[src/rtl/dma_chan_en_pkg.sv]
package dma_chan_en_pkg;
  localparam int unsigned CMD_W   = 8;
  localparam logic [7:0]  A_REQEN = 8'h0C;
  localparam logic [7:0]  A_SETRQ = 8'h14;
  localparam logic [7:0]  A_ERRIE = 8'h18;

  typedef struct packed {
    logic       nop;
    logic       glb;
    logic       rsv;
    logic [4:0] ch;
  } set_cmd_t;
endpackage

[src/rtl/set_cmd_lane.sv]
module set_cmd_lane
  import dma_chan_en_pkg::*;
#(
  parameter int unsigned NUM_CH = 32
) (
  input  logic              vld_i,
  input  logic [CMD_W-1:0]  cmd_i,
  output logic [NUM_CH-1:0] mask_o
);
  localparam int unsigned CH_W = $clog2(NUM_CH);

  set_cmd_t cmd;
  logic     unused_rsv;

  assign cmd        = set_cmd_t'(cmd_i);
  assign unused_rsv = cmd.rsv;

  always_comb begin
    mask_o = '0;
    if (vld_i && !cmd.nop) begin
      if (cmd.glb) mask_o = '1;
      else         mask_o[cmd.ch[CH_W-1:0]] = 1'b1;
    end
  end
endmodule

[src/rtl/req_en_reg.sv]
module req_en_reg #(
  parameter int unsigned NUM_CH = 32
) (
  input  logic              clk_i,
  input  logic              rst_ni,
  input  logic [NUM_CH-1:0] set_i,
  output logic [NUM_CH-1:0] en_o
);
  always_ff @(posedge clk_i or negedge rst_ni) begin
    if (!rst_ni) en_o <= '0;
    else         en_o <= en_o | set_i;
  end
endmodule

[src/rtl/err_irq_unit.sv]
module err_irq_unit #(
  parameter int unsigned NUM_CH = 32,
  parameter int unsigned LANES  = 4
) (
  input  logic              clk_i,
  input  logic              rst_ni,
  input  logic              ie_we_i,
  input  logic [LANES-1:0]  ie_be_i,
  input  logic [NUM_CH-1:0] ie_wdata_i,
  input  logic [NUM_CH-1:0] err_i,
  output logic [NUM_CH-1:0] ie_o,
  output logic              irq_o
);
  logic [NUM_CH-1:0] err_q;

  always_ff @(posedge clk_i or negedge rst_ni) begin
    if (!rst_ni) err_q <= '0;
    else         err_q <= err_i;
  end

  for (genvar i = 0; i < NUM_CH; i++) begin : g_ie
    localparam int unsigned LN = i / 8;
    if (LN < LANES) begin : g_wr
      always_ff @(posedge clk_i or negedge rst_ni) begin
        if (!rst_ni)                    ie_o[i] <= 1'b0;
        else if (ie_we_i && ie_be_i[LN]) ie_o[i] <= ie_wdata_i[i];
      end
    end else begin : g_ro
      assign ie_o[i] = 1'b0;
    end
  end

  assign irq_o = |(err_q & ie_o);
endmodule

[src/rtl/dma_chan_en_regs.sv]
module dma_chan_en_regs
  import dma_chan_en_pkg::*;
#(
  parameter int unsigned NUM_CH = 32,
  parameter int unsigned DATA_W = 32,
  parameter int unsigned ADDR_W = 8
) (
  input  logic                clk_i,
  input  logic                rst_ni,
  input  logic [ADDR_W-1:0]   bus_addr_i,
  input  logic                bus_we_i,
  input  logic [DATA_W/8-1:0] bus_be_i,
  input  logic [DATA_W-1:0]   bus_wdata_i,
  output logic [DATA_W-1:0]   bus_rdata_o,
  input  logic [NUM_CH-1:0]   err_i,
  output logic [NUM_CH-1:0]   req_en_o,
  output logic                err_irq_o
);
  localparam int unsigned LANES = DATA_W / 8;

  logic              set_hit, ie_hit;
  logic [NUM_CH-1:0] lane_mask [LANES];
  logic [NUM_CH-1:0] set_vec;
  logic [NUM_CH-1:0] ie_q;

  assign set_hit = bus_we_i && (bus_addr_i == ADDR_W'(A_SETRQ));
  assign ie_hit  = bus_we_i && (bus_addr_i == ADDR_W'(A_ERRIE));

  for (genvar k = 0; k < LANES; k++) begin : g_lane
    set_cmd_lane #(.NUM_CH(NUM_CH)) u_lane (
      .vld_i  (set_hit && bus_be_i[k]),
      .cmd_i  (bus_wdata_i[8*k +: 8]),
      .mask_o (lane_mask[k])
    );
  end

  always_comb begin
    set_vec = '0;
    for (int k = 0; k < LANES; k++) set_vec = set_vec | lane_mask[k];
  end

  req_en_reg #(.NUM_CH(NUM_CH)) u_req (
    .clk_i  (clk_i),
    .rst_ni (rst_ni),
    .set_i  (set_vec),
    .en_o   (req_en_o)
  );

  err_irq_unit #(.NUM_CH(NUM_CH), .LANES(LANES)) u_err (
    .clk_i      (clk_i),
    .rst_ni     (rst_ni),
    .ie_we_i    (ie_hit),
    .ie_be_i    (bus_be_i),
    .ie_wdata_i (bus_wdata_i[NUM_CH-1:0]),
    .err_i      (err_i),
    .ie_o       (ie_q),
    .irq_o      (err_irq_o)
  );

  // set-command address falls to default: write-only, reads zero
  always_comb begin
    bus_rdata_o = '0;
    unique case (bus_addr_i)
      ADDR_W'(A_REQEN): bus_rdata_o[NUM_CH-1:0] = req_en_o;
      ADDR_W'(A_ERRIE): bus_rdata_o[NUM_CH-1:0] = ie_q;
      default:          bus_rdata_o = '0;
    endcase
  end
endmodule

[config.mk]
export PLATFORM = sky130hd
export DESIGN_NAME = dma_chan_en_regs
export DESIGN_NICKNAME = d
export VERILOG_FILES = /design/src/rtl/dma_chan_en_pkg.sv /design/src/rtl/set_cmd_lane.sv /design/src/rtl/req_en_reg.sv /design/src/rtl/err_irq_unit.sv /design/src/rtl/dma_chan_en_regs.sv
export SDC_FILE = /design/constraint.sdc
export NUM_CORES = 1
export LEC_CHECK = 0
export BUFFER_PORTS_ARGS = -buffer_cell sky130_fd_sc_hd__buf_2
export CORE_ASPECT_RATIO = 1.4
export CORE_MARGIN = 4
export CORE_UTILIZATION = 48
export CTS_CLUSTER_DIAMETER = 150
export CTS_CLUSTER_SIZE = 40
export DETAILED_ROUTE_END_ITERATION = 8
export PLACE_DENSITY = 0.8
export SETUP_SLACK_MARGIN = 0.02
export SYNTH_ARGS = -nofsm -noshare
export SYNTH_HDL_FRONTEND = slang
export SYNTH_SLANG_ARGS = --single-unit
[constraint.sdc]
create_clock -name clk_i -period 1.6 [get_ports clk_i]
set_input_delay 0.16 -clock clk_i [delete_from_list [all_inputs] [get_ports clk_i]]
set_output_delay 0.16 -clock clk_i [all_outputs]
set_load 0.1 [all_outputs]
==> run summary, run 1 <==
Status = finished, violations left
Failing checks = setup timing
Slowest stage delay, CP = 610 ps
Ys flop type = dfrtp_1
Total power = 6.473 mW
Slew @ Worst Pin = 616.5 ps
Crit-path max FO = 1
Final critical-path share of the clock period = 136.8%
Post-Synthesis Cells = 564
Number of antenna violations at the first check in global routing = 1
Layout area overhead = 57.66%
H-tree depth = 3
Routed WL = 26.31 mm
Synthesized cell area = 5425 um^2
Worst setup margin = -589.4 ps
# IOs = 144
Global-route wire length before repair = 38.05 mm
Maximum operating frequency = 456.8 MHz
Hold Violations, Final = 0
Vias in the first global route = 6551
DR pass1 iterations = 6
Worst Setup End Kind = output port
Port buffer count = 143
Residual DRC = 0
R2R cell count = 3
Row cnt = 45
Final nets = 871
Power Dens Cells = 756.8 nW/um^2
Net count after synthesis = 643
Die W = 97.85 um
GRT Util Overall = 38.24%
CTS tree = built
Final min period = 2189 ps
Critical path launch point = u_err.err_q[7]$_DFF_PN0_
DRT antenna net count = 0
Hold endpoint = u_err.ie_o[29]$_DFFE_PN0P_
CP delay by family, top = simple AND/OR/NAND/NOR gates
Crit-path cells = a22oi_1 -> nand4_1 -> or4_4 -> buf_12
Hold WC Path Type = input port to flop
Min-delay src = bus_wdata_i[29]
Clk buf depth = 2
Drt via density = 6.948
FF-to-FF setup slack = 530 ps
Cell at the slowest stage of the critical path = or4_4
Die Y = 133.8 um
Worst skew pair latency = 340 ps
Critical Path AT = 2030 ps
Finished Core Util = 77.90%
RSZ-0062 raised after global routing = yes
Final setup fails = 33
Hold Path Cell Cnt = 2
Fill count = 639
Die area = 13090 um^2
Clock Skew = 0 ps
Via Count = 6524
RD Place Congestion = 0.9390
Final slew viol count = 0
Post-Layout Cell Count = 939
Largest net degree at the start of global routing = 41
Yosys cell types = 40
Yosys warnings = 0
Drt first-iter violations = 1021
CP startpoint kind = flop
Buf/Inv on CP = 1
Placed Cells = 876
Root Driver = clkbuf_16
Share of layout cells above drive strength 1 = 43.04%
Wire per inst = 28.02 um
RR Endpoint = u_err.ie_o[2]$_DFFE_PN0P_
Slew HR = 58.90%
Clock sink total = 96
Worst path required time = 1440 ps
GR Overflow Total = 0
Kind of critical path = flop to output port
Core footprint = 10980 um^2
Yosys reg bits = 96
Post-synthesis sequential area ratio = 44.28%
Worst R2R Start = u_err.ie_o[2]$_DFFE_PN0P_
CTS buffer count = 9
Clock transition at path regs = 70 ps
Post-DP HPWL = 17.53 mm
Number of synthesized flops with an enable pin = 0
Post-synth ARST share = 100.0%
Starting density of the core = 49.41%
Static Leak = 4.169 nW
Avg Cell Area, Syn = 9.619 um^2
Worst VDD drop = 0.6657 mV
Max-cap violations = 0
==> sequential cells by signal, indices dropped and copies added, names as in the netlist <==
signal	count
u_req.en_o	32
u_err.err_q	32
u_err.ie_o	32
==> cell families (layout without fill, tap and decap cells) <==
group                  count (synthesis)  in the layout  synth area share [%]
AOI/OAI and AO/OA                    264            264                 31.94
buffers and inverters                 54            285                 4.105
muxes                                 32             32                 6.642
and+or+nand+nor                      118            120                 13.03
other                                  0              1                     0
DFF                                   96             96                 44.28
==> metrics by stage <==
| step | cell area (um^2) | TNS, ps | hold slack (ps) | setup WS (ps) |
|---|---|---|---|---|
| after floorplan | 5763 | -5843 | -135.6 | -168.9 |
| after global placement | 7600 | -22670 | 86.34 | -302.6 |
| after CTS | 8439 | -11500 | 24.40 | -465.9 |
| after detailed placement | 7600 | -24430 | 95.89 | -366.4 |
| after global routing | 8553 | -12180 | 35.29 | -582.5 |
| final | 8553 | -11490 | 36.30 | -589.4 |
==> layer usage <==
metal  track usage [%]  wire, um
met3             7.492      2687
met2             62.92     12580
met5                 0         0
met4             28.87      2611
met1             43.63      8431
==> cells in the mapped netlist, types with 16 or more instances <==
library cell | count | area [um^2]
a21oi_1 | 100 | 500.5
dfrtp_1 | 96 | 2402
clkbuf_1 | 43 | 161.4
nor2_1 | 34 | 127.6
a22o_1 | 32 | 280.3
mux2_2 | 22 | 247.7
o21ai_0 | 21 | 105.1
a211o_1 | 20 | 175.2
a22oi_1 | 17 | 127.6
o22ai_1 | 17 | 106.4
o21bai_1 | 16 | 120.1
==> worst reg2reg max path, delay by kind of cell, from the launching register on <==
kind     cells  cell delay [ps]
buf+inv      2              290
flops        1              420
mux          1              250
==> repair_timing <==
item,4_1_cts,5_1_grt
hold buffers,33,0
endpoints found under the hold margin,57,0
gates cloned,3,3
buffers inserted,4,6
pin swaps,24,38
resized for setup,28,35
setup endpoints to repair,33,67
==> report_power, final <==
| group | switching, mW | internal [mW] | total (mW) |
|---|---|---|---|
| Sequential | 0.126 | 2.53 | 2.66 |
| Clock | 1.06 | 1.25 | 2.31 |
| Combinational | 1.03 | 0.480 | 1.51 |
| Total | 2.21 | 4.26 | 6.47 |
==> placed cells by master, fill, tap and decap left out, drive strengths merged, types with 2 or more instances in the layout <==
master       count
a211o           20
a21oi          100
a22o            32
a22oi           17
a31oi           10
and2             2
and3             4
and3b            6
and4             2
and4b            2
buf            234
clkbuf           9
clkinv           2
dfrtp           96
dlygate4sd3     33
inv              6
mux2            32
nand2            3
nand2b           7
nand3           10
nand3b           6
nand4            5
nor2            34
nor2b           11
nor3             8
nor3b           12
nor4             2
o2111ai          3
o211ai          12
o21ai           21
o21bai          17
o22a            12
o22ai           17
o31ai            3
or4              5
==> how the worst max path moves through the flow <==
| stage | end | slack [ps] | depth (start not counted) |
|---|---|---|---|
| 6_report | err_irq_o | -590 | 4 |
| 5_1_grt | err_irq_o | -580 | 4 |
| 4_1_cts | err_irq_o | -470 | 4 |
| 3_5_place_dp | bus_rdata_o[14] | -370 | 7 |
| 3_3_place_gp | bus_rdata_o[11] | -300 | 7 |
| 2_1_floorplan | bus_rdata_o[10] | -170 | 6 |
==> layout make-up <==
| type | count | area (um^2) | area share [%] |
|---|---|---|---|
| multi-input combinational | 416 | 3248 | 37.98 |
| sequential | 96 | 2404 | 28.10 |
| timing repair buffer | 267 | 2404 | 28.10 |
| clock buffer | 9 | 225.2 | 2.633 |
| tap | 141 | 176.4 | 2.063 |
| clock inverter | 7 | 86.33 | 1.009 |
| inverter | 2 | 7.507 | 0.08777 |
| antenna | 1 | 2.502 | 0.02926 |
(Power assumes the default switching activity.)
==> run 2: changes to the inputs <==
Settings changed: CORE_UTILIZATION 48 to 53, PLACE_DENSITY 0.8 to 0.83.
Clock period 1.6 ns to 2.29 ns, I/O delays scaled along.
==> run 2 against run 1 <==
Net effect: the flow now finishes without violations; sequential cell count stayed put; combinational power fell by 39%; largest cell class unchanged; power down 33%.
==> run summary, run 2 (synthesis gave the netlist of run 1 again) <==
Worst R2R Start = u_req.en_o[28]$_DFF_PN0_
Via Count = 5967 (-8.5%)
Root Driver = clkbuf_16
Residual DRC = 0 (unchanged)
Post-DP HPWL = 15.61 mm (-11%)
Most common cell after layout, fill and taps aside = buf_2
Global-route wire length before repair = 35.02 mm (-8.0%)
Max-cap violations = 0 (unchanged)
CTS tree = built
Wire per inst = 26.84 um (-4.2%)
Row cnt = 43 (-4.4%)
CTS buffer count = 9 (unchanged)
Register area = 2404 um^2 (unchanged)
DR top layer = met4
Die W = 93.51 um (-4.4%)
Critical Path AT = 2000 ps (-30 ps)
Kind of critical path = flop to output port
Buf/Inv on CP = 1 (unchanged)
Cell at the slowest stage of the critical path = or4_1
Crit-path max FO = 3 (+2)
Die Y = 127.7 um (-4.5%)
Final min period = 2232 ps
Layout area overhead = 37.11%
Drt via density = 6.979 (+0.45%)
Worst Setup End Kind = output port
Largest net degree at the start of global routing = 42 (+2.4%)
Slew HR = 53.52% (-5.4 points)
CP delay by family, top = simple AND/OR/NAND/NOR gates
Final slew viol count = 0 (unchanged)
Slowest stage delay, CP = 570 ps (-40 ps)
R2R cell count = 2 (-1)
Slew @ Worst Pin = 695.7 ps (+79.24 ps)
Core footprint = 9953 um^2 (-9.3%)
Share of layout cells above drive strength 1 = 33.75% (-9.3 points)
WP depth = 4 (unchanged)
Diodes inserted = 0 (-1)
Number of antenna violations at the first check in global routing = 0 (-1)
Hold Violations, Final = 0 (unchanged)
GRT Util Overall = 39.22% (+0.98 points)
Final setup fails = 0 (-100%)
Port buffer count = 143 (unchanged)
Hold endpoint = u_err.err_q[27]$_DFF_PN0_
Min-delay src = err_i[27]
Die area = 11940 um^2 (-8.8%)
Starting density of the core = 54.51% (+5.1 points)
Fill count = 663 (+3.8%)
# IOs = 144 (unchanged)
Met3 WL = 2.054 mm (-24%)
Power Dens Cells = 584.4 nW/um^2 (-23%)
Static Leak = 3.497 nW (-16%)
Clock Skew = 0 ps (unchanged)
Clk buf depth = 2 (unchanged)
Worst path required time = 2060 ps (+620 ps)
Hold Path Cell Cnt = 1 (-1)
GR Overflow Total = 0 (unchanged)
Vias in the first global route = 5965 (-8.9%)
DRT antenna net count = 0 (unchanged)
Final critical-path share of the clock period = 97.47%
Area of the multi-input gates = 2873 um^2 (-12%)
Fin Setup TNS = 0 ps (+11490 ps)
FF-to-FF setup slack = 1250 ps (+720 ps)
Worst VDD drop = 0.4910 mV (-26%)
Final nets = 795 (-8.7%)
Clock sink total = 96 (unchanged)
Routed WL = 22.95 mm (-13%)
Pre-CTS WS = 122.8 ps (+489.1 ps)
Clock transition at path regs = 70 ps (about the same)
Status = complete, no violations
Post-CTS Setup Bufs = 0 (-4)
DR pass1 iterations = 6 (unchanged)
Crit-path cells = a22oi_2 -> nand4_1 -> or4_1 -> buf_6
Worst setup margin = 57.92 ps (+647.3 ps)
Maximum operating frequency = 448.0 MHz
WL met2 = 11.22 mm (-11%)
RSZ-0062 raised after global routing = no
Drt first-iter violations = 798 (-22%)
Wl on met1 = 7.879 mm (-6.5%)
Hold WC Path Type = input port to flop
RR Endpoint = u_req.en_o[28]$_DFF_PN0_
CP startpoint kind = flop
Worst skew pair latency = 350 ps (about the same)
RD Place Congestion = 0.9499 (+1.2%)
Most frequent cells in the layout = buf_2 (109), a21oi_1 (100), dfrtp_1 (95)
Regs by FF count = u_err.err_q x32, u_err.ie_o x32, u_req.en_o x32
H-tree depth = 3 (unchanged)
run 2: cell types whose count changed in the layout (fill, tap and decap cells not counted), sizes merged:
| cell | before | now |
|---|---|---|
| buf | 234 | 161 |
| or4 | 5 | 3 |
| dlygate4sd3 | 33 | 32 |
| clkinv | 2 | 0 |
| diode | 1 | 0 |
| clkinvlp | 0 | 1 |
run 2: through the flow:
step | cell area (um^2) | hold slack (ps) | cells | power, mW | util (%)
floorplan | 5463 | -66.59 | 564 | 2.404 | -
global placement | 6780 | 241.4 | 808 | 2.699 | 68.12
detailed placement | 6780 | 244.6 | 808 | 2.711 | 68.12
CTS | 7401 | 11.94 | 855 | 4.292 | 74.36
global route | 7438 | 5.198 | 855 | 4.475 | 74.73
finish | 7438 | 4.980 | 855 | 4.347 | 74.73
run 2: metal layers:
layer	vias up	track usage [%]
met1	2902	46.35
met2	475	64.62
li1	2471	-
met4	0	26.06
met5	-	0
met3	119	7.164
run 2: how the worst max path moves through the flow:
| stage | start | to | slack [ps] |
|---|---|---|---|
| floorplan | bus_addr_i[7] | bus_rdata_o[0] | 80 |
| global placement | bus_addr_i[7] | bus_rdata_o[31] | 170 |
| detailed placement | bus_addr_i[7] | bus_rdata_o[31] | 120 |
| CTS | u_err.ie_o[0]$_DFFE_PN0P_ | err_irq_o | 30 |
| global route | u_err.ie_o[10]$_DFFE_PN0P_ | err_irq_o | 20 |
| finish | u_err.ie_o[10]$_DFFE_PN0P_ | err_irq_o | 60 |
run 2: layout make-up:
cell class / instances / area share (%)
sequential: 96 / 32.31
tap: 135 / 2.271
multi-input combinational: 414 / 38.62
clock buffer: 9 / 3.028
clock inverter: 6 / 1.009
inverter: 2 / 0.1009
timing repair buffer: 193 / 22.66
run 2: where the power goes:
part | internal [mW] | switching [mW] | leakage (nW)
combinational | 0.265 | 0.657 | 2.10
sequential | 1.77 | 0.0811 | 1.26
clock | 0.862 | 0.712 | 0.145
total | 2.90 | 1.45 | 3.50
run 2: what timing repair did:
item	4_1_cts	5_1_grt
setup endpoints to repair	0	1
endpoints found under the hold margin	68	0
hold buffers	32	0
gates resized for setup	0	10
